File: src/rtl/cpu_state_seq.sv
module cpu_state_seq #(
  parameter int VEC_W     = 6,
  parameter int HOLD_CYC  = 2,
  parameter int VEC_RESET = 0,
  parameter int VEC_TRACE = 5,
  parameter int VEC_TRAP  = 8
) (
  input  logic             clk,
  input  logic             res_n,
  input  logic             wdt_ovf,
  input  logic             irq_req,
  input  logic [VEC_W-1:0] irq_vec,
  input  logic             trace_req,
  input  logic             trap_req,
  input  logic             bus_req,
  input  logic             sleep_exec,
  input  logic             hw_stby,
  input  logic             vec_done,
  output logic [2:0]       state_code,
  output logic             exec_en,
  output logic             bus_grant,
  output logic             vec_req,
  output logic [VEC_W-1:0] vec_num,
  output logic             int_mask
);
  localparam int CNT_W = (HOLD_CYC < 1) ? 1 : $clog2(HOLD_CYC + 1);

  typedef enum logic [2:0] {
    S_RST  = 3'd0,
    S_EXC  = 3'd1,
    S_RUN  = 3'd2,
    S_BUS  = 3'd3,
    S_STOP = 3'd4
  } pstate_e;

  pstate_e          st, st_n;
  logic [CNT_W-1:0] hold, hold_n;
  logic [VEC_W-1:0] vec, vec_n;
  logic             by_stby, by_stby_n;

  wire              exc_any = trace_req | trap_req | irq_req;
  logic [VEC_W-1:0] exc_vec;

  always_comb begin
    if (trace_req)     exc_vec = VEC_W'(VEC_TRACE);
    else if (trap_req) exc_vec = VEC_W'(VEC_TRAP);
    else               exc_vec = irq_vec;
  end

  always_comb begin
    st_n      = st;
    hold_n    = hold;
    vec_n     = vec;
    by_stby_n = by_stby;
    if (wdt_ovf) begin
      st_n      = S_RST;
      hold_n    = CNT_W'(HOLD_CYC);
      by_stby_n = 1'b0;
    end else begin
      case (st)
        S_RST: begin
          if (hold != '0) hold_n = hold - CNT_W'(1);
          else begin
            st_n  = S_EXC;
            vec_n = VEC_W'(VEC_RESET);
          end
        end
        S_EXC: begin
          if (hw_stby) begin
            st_n      = S_STOP;
            by_stby_n = 1'b1;
          end else if (vec_done) st_n = S_RUN;
        end
        S_RUN: begin
          if (hw_stby) begin
            st_n      = S_STOP;
            by_stby_n = 1'b1;
          end else if (exc_any) begin
            st_n  = S_EXC;
            vec_n = exc_vec;
          end else if (bus_req) st_n = S_BUS;
          else if (sleep_exec) begin
            st_n      = S_STOP;
            by_stby_n = 1'b0;
          end
        end
        S_BUS: begin
          if (hw_stby) begin
            st_n      = S_STOP;
            by_stby_n = 1'b1;
          end else if (!bus_req) st_n = S_RUN;
        end
        S_STOP: begin
          if (by_stby) begin
            if (!hw_stby) begin
              st_n      = S_RST;
              hold_n    = CNT_W'(HOLD_CYC);
              by_stby_n = 1'b0;
            end
          end else if (hw_stby) by_stby_n = 1'b1;
          else if (irq_req) begin
            st_n  = S_EXC;
            vec_n = irq_vec;
          end
        end
        default: st_n = S_RST;
      endcase
    end
  end

  always_ff @(posedge clk or negedge res_n) begin
    if (!res_n) begin
      st      <= S_RST;
      hold    <= '0;
      vec     <= VEC_W'(VEC_RESET);
      by_stby <= 1'b0;
    end else begin
      st      <= st_n;
      hold    <= hold_n;
      vec     <= vec_n;
      by_stby <= by_stby_n;
    end
  end

  assign state_code = st;
  assign exec_en    = (st == S_RUN);
  assign bus_grant  = (st == S_BUS);
  assign vec_req    = (st == S_EXC);
  assign vec_num    = vec;
  assign int_mask   = (st == S_RST) || (st == S_EXC);
endmodule

File: config.mk
export PLATFORM = sky130hd
export DESIGN_NAME = cpu_state_seq
export DESIGN_NICKNAME = d
export VERILOG_FILES = /design/src/rtl/cpu_state_seq.sv
export SDC_FILE = /design/constraint.sdc
export NUM_CORES = 1
export LEC_CHECK = 0
export ABC_AREA = 0
export ABC_CLOCK_PERIOD_IN_PS = 4100
export BUFFER_PORTS_ARGS = -buffer_cell sky130_fd_sc_hd__buf_2
export CORE_MARGIN = 8
export CORE_UTILIZATION = 30
export DETAILED_ROUTE_END_ITERATION = 7
export HOLD_SLACK_MARGIN = 0.05
export PLACE_DENSITY = 0.54
export SETUP_SLACK_MARGIN = 0.5
export SLEW_MARGIN = 20
export SYNTH_ARGS = -nofsm -noshare
export SYNTH_HDL_FRONTEND = slang
export SYNTH_SLANG_ARGS = --single-unit
File: constraint.sdc
create_clock -name clk -period 4.1 [get_ports clk]
set_input_delay 0 -clock clk [delete_from_list [all_inputs] [get_ports clk]]
set_output_delay 0 -clock clk [all_outputs]
set_load 0.005 [all_outputs]
==> results.md <==
- Die area: 0.00489 mm2
- Place WS: 2.25 ns
- Max clock buf depth: 2
- Row count: 19
- GR Util All Layers: 0.0972
- Clk sinks: 12
- Avg WL per Cell: 14.3 um
- Post-DP Area: 0.00103 mm2
- FMAX: 498 MHz
- Antenna violations before repair: 0
- Final GP Congestion: 0.812
- Sequential share of power: 0.357
- Max-cap viol count: 0
- CP max FO: 18
- Pwr Total: 0.610 mW
- CP Buf/Inv Count: 1
- Leakage power: 0.557 nW
- Die X: 69.9 um
- Register bit count reported by yosys: 12
- Synthesized area per cell: 8.90 um2
- Period utilization: 0.490
- RSZ-0062 raised after global routing: false
- Core area: 0.00276 mm2
- Slew @ Worst Pin: 0.473 ns
- Status: finished, final reports clean
- Endpoint of the worst hold path: vec_num[0]
- Clock power share: 0.115
- CTS tree: built
- Initial core utilization: 0.316
- Slew Limit Fails: 0
- Final hold viol count: 0
- Final worst slack: 2.09 ns
- # resized after CTS: 0
- Worst reg-to-reg path cell count: 5
- Post-Syn Nets: 115
- Final setup violation count: 0
- Post-Syn Area: 872 um2
- I/O pin count: 29
- P_sw: 0.251 mW
- Worst path required time: 4.25 ns
- Post-route minimum period: 2.01 ns
- Nets: 151
- Seq/Total Area, Yosys: 0.344
- Vias: 836
- Max-slew headroom: 0.682
- Setup slack, reg-to-reg: 2.09 ns
- Worst path cell trace: nor2b_1 > a31oi_1 > o21ai_0 > a21oi_1 > dlygate4sd3_1
- Ys async rst share: 1.00
- Utilization after layout: 0.405
- Worst-Skew Late Latency: 0.27 ns
- Internal power: 0.359 mW
- Power Density: 547 mW/mm2
- Net Sw Frac: 0.411
- HP Class: in2reg
- Final instance area: 0.00112 mm2
- CP arrival: 2.16 ns
- Vias in the first global route: 867
- Hold path start: irq_vec[0]
- Largest net degree at the start of global routing: 19
- Antenna-violating nets left: 0
- Root buffer cell: clkbuf_4
- Most used DFF post-synth: dfrtp_1
- DRC: 0
- Critical path class: reg2reg
- First-pass GRT wire length: 4.06 mm
- Fin Clk Skew: 0.00293 ns
- Synth unique cells: 36
- Comb power frac: 0.528
- CTS Buf Count: 3
- Final wirelength: 2.33 mm
- Antenna Cells: 0
- Startpoint types: register
- Gate Count Post-Synth: 98
- CTS HTree Levels: 1
- CP peak stage delay: 0.64 ns
- Pre-Repair DR Iteration Count: 4
- Final setup TNS: 0 ns
- PortBufs: 28
- Worst hold stages: 3
- Hpwl dp: 1.84 mm
- Worst path top cell family by delay: flip-flops
- DR iter-0 viols: 21
- Grt ovf: 0
- RR Endpoint: by_stby
- Die H: 69.9 um
- Crit-path slowest cell: dfrtp_1
- CTS clk-pin slew, worst paths: 0.07 ns
- Crit end category: register
- Share of layout cells above drive strength 1: 0.333
- Area delta synth->final: 28.0%
- Worst R2R Start: state_code[1]
- Warnings from Yosys: 0
- Max VDD drop: 0.346 mV
- Post-synth EDFFs: 0
- Vias per cell: 5.13
[power by group through the flow]
stage | registers [mW] | logic, mW | clock network [mW]
2_1_floorplan | 0.197 | 0.239 | 0
3_3_place_gp | 0.216 | 0.316 | 0
3_5_place_dp | 0.219 | 0.318 | 0
4_1_cts | 0.218 | 0.328 | 0.0736
5_1_grt | 0.228 | 0.367 | 0.0777
6_report | 0.218 | 0.322 | 0.0703
[cells by family (layout without fill, tap and decap cells)]
family / Yosys count / in the layout / share of synthesized area
flops: 12 / 12 / 0.344
fa+ha+maj: 1 / 1 / 0.0143
mux: 7 / 7 / 0.0976
simple gates: 41 / 41 / 0.278
buf+inv: 12 / 46 / 0.0588
compound gates: 25 / 25 / 0.207
[worst max-delay path by stage]
stage          cells past startpoint           from         end
2_1_floorplan                      6        hold[0]  vec_num[0]
3_3_place_gp                       4  state_code[2]  vec_num[2]
3_5_place_dp                       4  state_code[1]  vec_num[2]
4_1_cts                            5  state_code[1]     by_stby
5_1_grt                            5  state_code[1]     by_stby
6_report                           5  state_code[1]     by_stby
[synth_stat cells, drive strengths merged, types with 2 or more instances]
cell	instances	area, um2
or4b	2	23.8
buf	3	17.5
nor3	3	15.0
a211oi	3	22.5
nand2b	4	25.0
mux2i	4	40.0
or2	4	25.0
nand2	7	26.3
o21ai	5	36.3
mux2	3	45.0
a21oi	7	35.0
a31oi	3	18.8
nor2	8	40.0
dfrtp	12	300
and3	3	18.8
inv	9	33.8
nor2b	2	12.5
nor4	2	12.5
a22o	2	17.5
[worst reg2reg max path, cell delays in order, from the launching register on]
cell           delay [ns]
dfrtp_1              0.64
nor2b_1              0.28
a31oi_1              0.13
o21ai_0              0.20
a21oi_1              0.08
dlygate4sd3_1        0.55
[sequential cells by signal (all words and copies together), names as in the netlist]
| name | flops |
|---|---|
| state_code | 3 |
| hold | 2 |
| vec_num | 6 |
| by_stby | 1 |
[routing by layer]
metal | share of wire | track usage
met2 | 0.48 | 0.159
met3 | 0.069 | 0.0410
met1 | 0.45 | 0.116
met5 | 0 | 0
met4 | 0 | 0.0179
[placed cells by master, fill, tap and decap left out, types with 2 or more instances in the layout]
master,synthesis,layout
buf_2,2,28
dfrtp_1,12,12
inv_1,9,9
a21oi_1,7,7
nand2_1,7,7
nor2_1,6,6
dlygate4sd3_1,0,6
nand2b_1,4,4
or2_2,4,4
o21ai_0,4,4
mux2i_1,4,4
and3_1,3,3
nor3_1,3,3
a31oi_1,3,3
mux2_4,3,3
a211oi_1,3,3
clkbuf_4,0,3
nor2b_1,2,2
nor4_1,2,2
a22o_1,2,2
[area by class of cell]
class	instances	area (um2)
Fill cell	285	1640
Multi-Input combinational cell	74	520
Sequential cell	12	300
Timing Repair Buffer	34	200
Tap cell	31	38.8
Inverter	9	33.8
Clock buffer	3	22.5
[through the flow]
stage | instances | hold WS, ns
floorplan | 98 | -0.296
global placement | 154 | -0.107
detailed placement | 154 | -0.0914
CTS | 163 | 0.0860
global route | 163 | 0.0925
finish | 163 | 0.0908
[timing repair]
action	CTS	global route
hold endpoints to repair	19	0
endpoints found under the setup margin	0	0
setup buffers	0	0
hold buffers	6	0
(Power assumes the default switching activity.)
